`src/rtl/wr_cmd_pkg.sv`:
```
package wr_cmd_pkg;
  typedef logic [3:0] bus_cmd_t;
  localparam bus_cmd_t CMD_MEM_WR  = 4'b0111;
  localparam bus_cmd_t CMD_MEM_WRI = 4'b1111;
  localparam logic [7:0] LSZ_8W  = 8'h08;
  localparam logic [7:0] LSZ_16W = 8'h10;
endpackage

```
`src/rtl/line_cfg_decode.sv`:
```
module line_cfg_decode
  import wr_cmd_pkg::*;
(
  input  logic       en_i,
  input  logic [7:0] size_i,
  output logic       line_ok_o,
  output logic       line_big_o
);
  logic is8, is16;
  always_comb begin
    is8        = (size_i == LSZ_8W);
    is16       = (size_i == LSZ_16W);
    line_ok_o  = en_i && (is8 || is16);
    line_big_o = is16;
  end
endmodule

```
`src/rtl/burst_sizer.sv`:
```
module burst_sizer #(
  parameter int WA_W      = 30,
  parameter int CNT_W     = 16,
  parameter int MAX_BURST = 16,
  localparam int LEN_W    = $clog2(MAX_BURST + 1)
) (
  input  logic [WA_W-1:0]  waddr_i,
  input  logic [CNT_W-1:0] rem_i,
  input  logic             line_ok_i,
  input  logic             line_big_i,
  output logic [LEN_W-1:0] len_o,
  output logic             inval_o
);
  logic [4:0]       line_w;
  logic [4:0]       off;
  logic [4:0]       to_bnd;
  logic [LEN_W-1:0] rem_c;

  always_comb begin
    line_w = line_big_i ? 5'd16 : 5'd8;
    off    = line_big_i ? {1'b0, waddr_i[3:0]} : {2'b00, waddr_i[2:0]};
    to_bnd = line_w - off;
    rem_c  = (rem_i > CNT_W'(MAX_BURST)) ? LEN_W'(MAX_BURST) : LEN_W'(rem_i);
    inval_o = 1'b0;
    len_o   = rem_c;
    if (line_ok_i) begin
      if (off != 5'd0) begin
        // head up to the next boundary
        len_o = (CNT_W'(to_bnd) < rem_i) ? LEN_W'(to_bnd) : rem_c;
      end else if (rem_i >= CNT_W'(line_w)) begin
        len_o   = LEN_W'(line_w);
        inval_o = 1'b1;
      end
    end
  end
endmodule

```
`src/rtl/wr_cmd_splitter.sv`:
```
module wr_cmd_splitter
  import wr_cmd_pkg::*;
#(
  parameter int ADDR_W    = 32,
  parameter int CNT_W     = 16,
  parameter int MAX_BURST = 16,
  localparam int LEN_W    = $clog2(MAX_BURST + 1),
  localparam int WA_W     = ADDR_W - 2
) (
  input  logic              clk_i,
  input  logic              rst_ni,
  input  logic              req_valid_i,
  output logic              req_ready_o,
  input  logic [ADDR_W-1:0] req_addr_i,
  input  logic [CNT_W-1:0]  req_words_i,
  input  logic              mwi_en_i,
  input  logic [7:0]        line_size_i,
  output logic              burst_start_o,
  output logic [3:0]        burst_cmd_o,
  output logic [LEN_W-1:0]  burst_len_o,
  output logic [ADDR_W-1:0] burst_addr_o
);
  logic             busy_q;
  logic [WA_W-1:0]  waddr_q;
  logic [CNT_W-1:0] rem_q;
  logic             en_q;
  logic [7:0]       size_q;
  logic             line_ok, line_big;
  logic [LEN_W-1:0] len_c;
  logic             inval_c;

  logic              start_q;
  bus_cmd_t          cmd_q;
  logic [LEN_W-1:0]  len_q;
  logic [ADDR_W-1:0] addr_q;

  line_cfg_decode u_dec (
    .en_i      (en_q),
    .size_i    (size_q),
    .line_ok_o (line_ok),
    .line_big_o(line_big)
  );

  burst_sizer #(.WA_W(WA_W), .CNT_W(CNT_W), .MAX_BURST(MAX_BURST)) u_size (
    .waddr_i   (waddr_q),
    .rem_i     (rem_q),
    .line_ok_i (line_ok),
    .line_big_i(line_big),
    .len_o     (len_c),
    .inval_o   (inval_c)
  );

  always_ff @(posedge clk_i or negedge rst_ni) begin
    if (!rst_ni) begin
      busy_q  <= 1'b0;
      waddr_q <= '0;
      rem_q   <= '0;
      en_q    <= 1'b0;
      size_q  <= '0;
      start_q <= 1'b0;
      cmd_q   <= CMD_MEM_WR;
      len_q   <= '0;
      addr_q  <= '0;
    end else begin
      start_q <= 1'b0;
      if (!busy_q) begin
        if (req_valid_i && req_words_i != '0) begin
          busy_q  <= 1'b1;
          waddr_q <= req_addr_i[ADDR_W-1:2];
          rem_q   <= req_words_i;
          en_q    <= mwi_en_i;
          size_q  <= line_size_i;
        end
      end else begin
        start_q <= 1'b1;
        cmd_q   <= inval_c ? CMD_MEM_WRI : CMD_MEM_WR;
        len_q   <= len_c;
        addr_q  <= {waddr_q, 2'b00};
        waddr_q <= waddr_q + WA_W'(len_c);
        rem_q   <= rem_q - CNT_W'(len_c);
        if (rem_q == CNT_W'(len_c)) busy_q <= 1'b0;
      end
    end
  end

  assign req_ready_o   = !busy_q;
  assign burst_start_o = start_q;
  assign burst_cmd_o   = cmd_q;
  assign burst_len_o   = len_q;
  assign burst_addr_o  = addr_q;

  // invalidate only with enable and a supported size
  a_r2_inval_needs_cfg: assert property (@(posedge clk_i) disable iff (!rst_ni)
    (burst_start_o && burst_cmd_o == CMD_MEM_WRI) |-> (en_q && (size_q == LSZ_8W || size_q == LSZ_16W)));

  // invalidate covers one aligned line
  a_r4_inval_whole_line: assert property (@(posedge clk_i) disable iff (!rst_ni)
    (burst_start_o && burst_cmd_o == CMD_MEM_WRI) |->
      ((size_q == LSZ_16W) ? (burst_len_o == LEN_W'(16) && burst_addr_o[5:0] == 6'd0)
                           : (burst_len_o == LEN_W'(8)  && burst_addr_o[4:0] == 5'd0)));

  // burst length within remainder and cap
  a_r7_len_bounds: assert property (@(posedge clk_i) disable iff (!rst_ni)
    busy_q |-> (len_c != '0 && CNT_W'(len_c) <= rem_q && len_c <= LEN_W'(MAX_BURST)));

  // only the two command codes appear
  a_r8_cmd_code: assert property (@(posedge clk_i) disable iff (!rst_ni)
    burst_start_o |-> (burst_cmd_o == CMD_MEM_WR || burst_cmd_o == CMD_MEM_WRI));

  // consecutive bursts advance by their length
  a_r9_addr_step: assert property (@(posedge clk_i) disable iff (!rst_ni)
    (burst_start_o && $past(burst_start_o)) |->
      (burst_addr_o == $past(burst_addr_o) + ADDR_W'({$past(burst_len_o), 2'b00})));

  // zero-count request leaves the block idle
  a_r10_zero_idle: assert property (@(posedge clk_i) disable iff (!rst_ni)
    (req_ready_o && req_valid_i && req_words_i == '0) |=> (req_ready_o && !burst_start_o));
endmodule

```
`config.mk`:
```
export PLATFORM = sky130hd
export DESIGN_NAME = wr_cmd_splitter
export DESIGN_NICKNAME = d
export VERILOG_FILES = /design/src/rtl/wr_cmd_pkg.sv /design/src/rtl/line_cfg_decode.sv /design/src/rtl/burst_sizer.sv /design/src/rtl/wr_cmd_splitter.sv
export SDC_FILE = /design/constraint.sdc
export NUM_CORES = 1
export LEC_CHECK = 0
export BUFFER_PORTS_ARGS = -buffer_cell sky130_fd_sc_hd__buf_2
export CELL_PAD_IN_SITES_DETAIL_PLACEMENT = 0
export CELL_PAD_IN_SITES_GLOBAL_PLACEMENT = 1
export CORE_MARGIN = 2
export CORE_UTILIZATION = 43
export CTS_BUF_LIST = sky130_fd_sc_hd__clkbuf_4 sky130_fd_sc_hd__clkbuf_8 sky130_fd_sc_hd__clkbuf_16
export DETAILED_ROUTE_END_ITERATION = 8
export GPL_TIMING_DRIVEN = 0
export PLACE_DENSITY_LB_ADDON = 0.1
export SYNTH_ARGS = -nofsm -noshare
export SYNTH_HDL_FRONTEND = slang
export SYNTH_SLANG_ARGS = --single-unit
```
`constraint.sdc`:
```
create_clock -name clk_i -period 6.2 [get_ports clk_i]
set_input_delay 0.62 -clock clk_i [delete_from_list [all_inputs] [get_ports clk_i]]
set_output_delay 0.62 -clock clk_i [all_outputs]
set_load 0.05 [all_outputs]
```
==> flow_summary.toml, run 1 <==
[critical_path]
cp_slowest_cell = "nor4_1"
worst-setup-path-type = "reg -> reg"
max_stage_delay_ns = 0.54
cp-end-kind = "flop"
cp.arrival_ns = 5.87
worstReg2RegStart = "size_q[1]"
crit_path_start_kind = "flop"
cp-startpoint = "size_q[1]"
crit_required_ns = 6.48
crit_fanout = 10
crit_chain = "nor4_1 -> and3_1 -> inv_1 -> nor2_1 -> xnor2_1 -> ha_1 -> o211ai_1 -> o21ai_1 -> and3_1 -> o211ai_1 -> a21oi_1 -> inv_1 -> fa_1 -> nor2b_1 -> o21ai_0 -> a21boi_1 -> clkbuf_1 -> o2111ai_1 -> xor2_1 -> a21oi_1"

[floorplanning]
dieArea_mm2 = 0.0138
row_count = 41
fp.dieH_um = 117
ios = 103
core_mm2 = 0.0126
die_w_um = 117
initial_core_util_pct = 43.9

[yosys]
yosys.area.top_type_share_pct = 42.0
syn_area_mm2 = 0.00554
yosys-top-cells-area = "dfrtp_1 (42%), mux2_2 (6.5%), a211oi_1 (4.2%), a21oi_1 (4.2%), ha_1 (3.8%)"
dominantRegCellSynth = "dfrtp_1"
synth-async-reset-ratio_pct = 100
synth.distinct_cells = 63
synth_edf_count = 0
syn_inst = 584
yosysTopAreaCell = "dfrtp_1"
ys_ff_latch = 93
yosys_warnings = 0
synth_area_per_cell_um2 = 9.48
ys_seq_area_share_pct = 42.0

[drt]
drt-wirelength-per-cell_um = 17.9
wirelength_um = 15600
ant_nets = 0
vias = 4862
drc = 0
viasPerCell = 5.58
drt_iter0_drc = 287
first_pass_iters = 5

[cts]
htreeDepth = 3
post_cts_buffers = 0
cts_buffer_depth = 2
cts_hold_buf = 0
clock_latency_ns = 0.36
cts_made_buffers = 9
clk_pin_slew_ns = 0.07
ctsResizeCount = 0
root_buffer = "clkbuf_16"
tritoncts = "done"
cts_sinks = 93

[sta]
setup_viol = 0
tightestPinTransition_ns = 1.03
fin_skew_ns = 0.0106
drv_slew = 0
finalHoldViolations = 0
rsz0062_at_grt = "false"
max_slew_margin_pct = 30.6
finalSetupTns_ns = 0
timing.fmax_mhz = 179
min_period_ns = 5.59
min_period_over_period_pct = 90.1

[cells_and_area]
mostFrequentLayoutCells = "buf_2 (95), dfrtp_1 (93), nand2_1 (53), a21oi_1 (46), mux2_2 (32)"
layout-drive-gt1-share_pct = 22.5
multi_input_area_mm2 = 0.00297
num_antenna_cells = 0
nets = 773
area_delta_synth_final_pct = 19.2
nFillCells = 1264
seq_area_mm2 = 0.00233
final_core_util_pct = 52.3
final_common_cell = "buf_2"

[power_and_ir_drop]
p_sw_share_pct = 42.9
ir_drop_uv = 211
p_int_mw = 1.56
comb_power_share_pct = 40.9
p_sw_mw = 1.17
pwr-share-seq_pct = 36.4
clockPowerShare_pct = 22.7
p_leak_nw = 2.88
powerDensity_mw_per_mm2 = 414

[min_path]
hold_class = "in -> async"

[global_route]
top_usage_layer = "met2"
grtUsageMet2_pct = 38.4
grt_pass1_wl_um = 25600
grtUsageMet1_pct = 31.1
overflow = 0
grt_pass1_vias = 4905
grt_usage_pct = 23.4
grt_max_degree = 49
met3_usage_pct = 4.12
antenna_found_initial = 0

[run]
cap_violations = 0

[placement]
routabilityCongestion = 0.851
hpwl_um = 11600
io_buffers = 95

[status]
status = "complete, no violations"
registers in the layout, summed over array words and instances, names as in the netlist:
name,cells
burst_len_o,5
size_q,8
busy_q,1
en_q,1
burst_addr_o,30
rem_q,16
waddr_q,30
burst_cmd_o,1
burst_start_o,1
layer usage:
metal	wire length, µm	part of all wire [%]
met3	721	4.6
met1	6940	45
met5	0	0
met2	7600	49
met4	316	2.0
synth_stat cells, types with 4 or more instances:
master / number
o211ai_1: 7
o2111ai_1: 11
o21ai_0: 17
inv_1: 23
or3_1: 7
a211oi_1: 31
a31oi_1: 8
o21ai_1: 7
nor2_1: 29
buf_4: 5
mux2i_1: 4
nand3b_1: 4
nor4_1: 5
dfrtp_1: 93
xor2_1: 24
nor2b_1: 28
xnor2_1: 6
ha_1: 17
nor3_1: 7
clkbuf_1: 31
mux2_2: 32
nand3_1: 18
nand2_1: 53
and3_1: 11
a21oi_1: 46
cell families after synthesis:
logic type                 count (synthesis)  share of synthesized area (%)
AOI/OAI and AO/OA                        156                           18.7
other                                      2                          0.136
buffers and inverters                     62                           4.57
xor gates and xnor gates                  30                           4.75
muxes                                     36                           7.23
and+or+nand+nor                          186                           18.0
DFF                                       93                           42.0
adders and majority gates                 19                           4.57
per-stage QoR:
stage / std cells / hold slack, ns / setup slack, ns / power [mW] / area (µm²)
3_3_place_gp: 854 / 0.461 / 0.528 / 2.09 / 6240
4_1_cts: 871 / 0.319 / 0.549 / 2.74 / 6600
6_report: 871 / 0.302 / 0.613 / 2.73 / 6600
2_1_floorplan: 587 / 0.324 / 1.83 / 1.80 / 5550
3_5_place_dp: 855 / 0.469 / 0.578 / 2.11 / 6270
5_1_grt: 871 / 0.360 / 0.0443 / 2.90 / 6600
final cells by class:
cell class | count | share of cell area, %
Sequential cell | 93 | 35.3
Clock inverter | 6 | 1.46
Clock buffer | 10 | 3.53
Buffer | 39 | 2.52
Inverter | 23 | 1.31
Tap cell | 172 | 3.26
Timing Repair Buffer | 96 | 7.66
Multi-Input combinational cell | 432 | 45.0
critical path: cells and delay by family (launching register included):
family,cells,cell delay (ns)
fa+ha+maj,2,0.74
buf+inv,3,0.79
simple gates,5,1.43
xor+xnor,2,0.26
flops,1,0.38
compound gates,8,1.88
power groups by stage:
stage	Clock [mW]	Sequential (mW)	Combinational, mW
6_report	0.618	0.994	1.12
5_1_grt	0.653	1.03	1.22
4_1_cts	0.631	0.992	1.12
3_5_place_dp	0	1.00	1.11
3_3_place_gp	0	0.992	1.10
2_1_floorplan	0	1.19	0.612
final timing paths:
kind,cells past startpoint,end,slack [ns]
setup / recovery,20,waddr_q[26],0.61
hold / removal,1,burst_len_o[3],0.30
setup reg to reg,20,waddr_q[26],0.61
hold reg to reg,2,burst_len_o[0],0.48
max in group asynchronous,2,rem_q[7],5.22
min in group clk_i,3,size_q[5],0.46
No activity file was read; power rests on OpenSTA's default activity.
==> run 2, diff against run 1 <==
CORE_ASPECT_RATIO = 0.5   (was not set)
==> run 2 against run 1 <==
  * Wire length fell by 2.6%
  * Clock skew barely moved
  * Count of clock-buffer cells in the layout did not move
  * Final cell count fell by 0.23%
  * Design area fell by 0.53%
  * Sequential power fell by 0.4%
  * Via count fell by 2.0%
  * Hold slack got worse by 0.12 ns
  * Largest cell class unchanged
  * Highest routed layer unchanged
==> flow_summary.toml, run 2 (synthesis gave the netlist of run 1 again) <==
[power_and_ir_drop]
powerDensity_mw_per_mm2 = 405
ir_drop_uv = 215
p_leak_nw = 2.87

[cells_and_area]
nets = 773
seq_area_mm2 = 0.00233
multi_input_area_mm2 = 0.00297
stdcell_area_mm2 = 0.00656
num_antenna_cells = 0
mostFrequentLayoutCells = "buf_2 (95), dfrtp_1 (93), nand2_1 (53), a21oi_1 (46), mux2_2 (32)"
nFillCells = 1232
final_common_cell = "buf_2"
layout-drive-gt1-share_pct = 22.5
area_delta_synth_final_pct = 18.5

[placement]
io_buffers = 95
placed_cell_area_mm2 = 0.00626
hpwl_um = 11000
pre_cts_ws_ns = 0.740
routabilityCongestion = 0.824

[critical_path]
worstReg2RegStart = "size_q[1]"
worst-setup-path-type = "reg -> reg"
cp-end-kind = "flop"
crit_fanout = 10
crit_required_ns = 6.48
reg2regPathDepth = 20
cp.arrival_ns = 5.78
crit_path_start_kind = "flop"
reg2reg_slack_ns = 0.70
r2r-end = "waddr_q[24]"
crit_end = "waddr_q[24]"
cp-startpoint = "size_q[1]"

[floorplanning]
initial_core_util_pct = 43.8
fp.dieH_um = 84.2
ios = 103
core_mm2 = 0.0126
die_w_um = 164
dieArea_mm2 = 0.0139
row_count = 29

[global_route]
grt_max_degree = 69
grt_usage_pct = 22.8
grt_pass1_wl_um = 24600
overflow = 0
grt_pass1_vias = 4635
antenna_found_initial = 0

[cts]
clock_latency_ns = 0.35
cts_sinks = 93
ctsResizeCount = 0
root_buffer = "clkbuf_16"
cts_buffer_depth = 2
tritoncts = "done"
post_cts_buffers = 0
clk_pin_slew_ns = 0.08
htreeDepth = 3
cts_hold_buf = 0
cts_made_buffers = 9

[sta]
holdWs_ns = 0.181
tightestPinTransition_ns = 1.18
finalSetupTns_ns = 0
fin_skew_ns = 0.0110
fin_ws_ns = 0.697
finalHoldViolations = 0
timing.fmax_mhz = 182
setup_viol = 0
rsz0062_at_grt = "false"
max_slew_margin_pct = 20.5
min_period_over_period_pct = 88.8
min_period_ns = 5.50
drv_slew = 0

[drt]
drt_iter0_drc = 339
drc = 0
drt-wirelength-per-cell_um = 17.5
vias = 4765
wirelength_um = 15200
ant_nets = 0
first_pass_iters = 5
viasPerCell = 5.48

[min_path]
hold_class = "in -> async"

[run]
cap_violations = 0

[status]
status = "complete, no violations"
==> run 2: power by group <==
| part | switching [mW] | leakage, nW | internal, mW |
|---|---|---|---|
| sequential | 0.189 | 1.08 | 0.801 |
| clock | 0.270 | 0.148 | 0.295 |
| combinational | 0.711 | 1.64 | 0.392 |
==> run 2: worst min path at each step <==
| stage | from | end | slack [ns] | depth (start not counted) |
|---|---|---|---|---|
| 6_report | rst_ni | rem_q[10] | 0.18 | 1 |
| 5_1_grt | rst_ni | rem_q[6] | 0.21 | 1 |
| 4_1_cts | rst_ni | rem_q[15] | 0.19 | 1 |
| 2_1_floorplan | rst_ni | burst_addr_o[10] | 0.32 | 0 |
| 3_5_place_dp | en_q | en_q | 0.47 | 2 |
| 3_3_place_gp | busy_q | burst_start_o | 0.46 | 0 |
==> run 2: through the flow <==
step	cells	power (mW)	util [%]
6_report	869	2.66	52.0
5_1_grt	869	2.84	52.0
4_1_cts	869	2.67	52.0
3_5_place_dp	853	2.10	49.6
3_3_place_gp	852	2.09	49.4
2_1_floorplan	587	1.80	-
==> run 2: area by class of cell <==
cell class,count,share of cell area [%]
multi-input cells,432,45.2
flip-flops and latches,93,35.5
repair buffers,96,7.70
clock buffers,10,3.64
well taps,170,3.24
plain buffers,39,2.54
inverters,23,1.32
clock inverters,6,0.877
==> run 2: metal layers <==
metal,track usage [%],up-vias,part of all wire [%]
li1,-,2334,-
met1,33.2,2293,50
met2,35.5,124,44
met3,4.59,14,4.9
met4,4.74,0,0.97
met5,0,-,0
==> run 2: worst max-delay path, stage by stage, from the launching register on <==
cell and delay [ns]:
dfrtp_1 0.38, nor4_1 0.52, and3_1 0.31, inv_1 0.15, nor2_1 0.14, xnor2_1 0.08, ha_1 0.29, o211ai_1 0.08
o21ai_1 0.37, and3_1 0.32, o211ai_1 0.11, a21oi_1 0.45, inv_1 0.17, fa_1 0.46, nor2b_1 0.13, o21ai_0 0.11
a21boi_1 0.37, clkbuf_1 0.47, o2111ai_1 0.18, xor2_1 0.18, a21oi_1 0.17
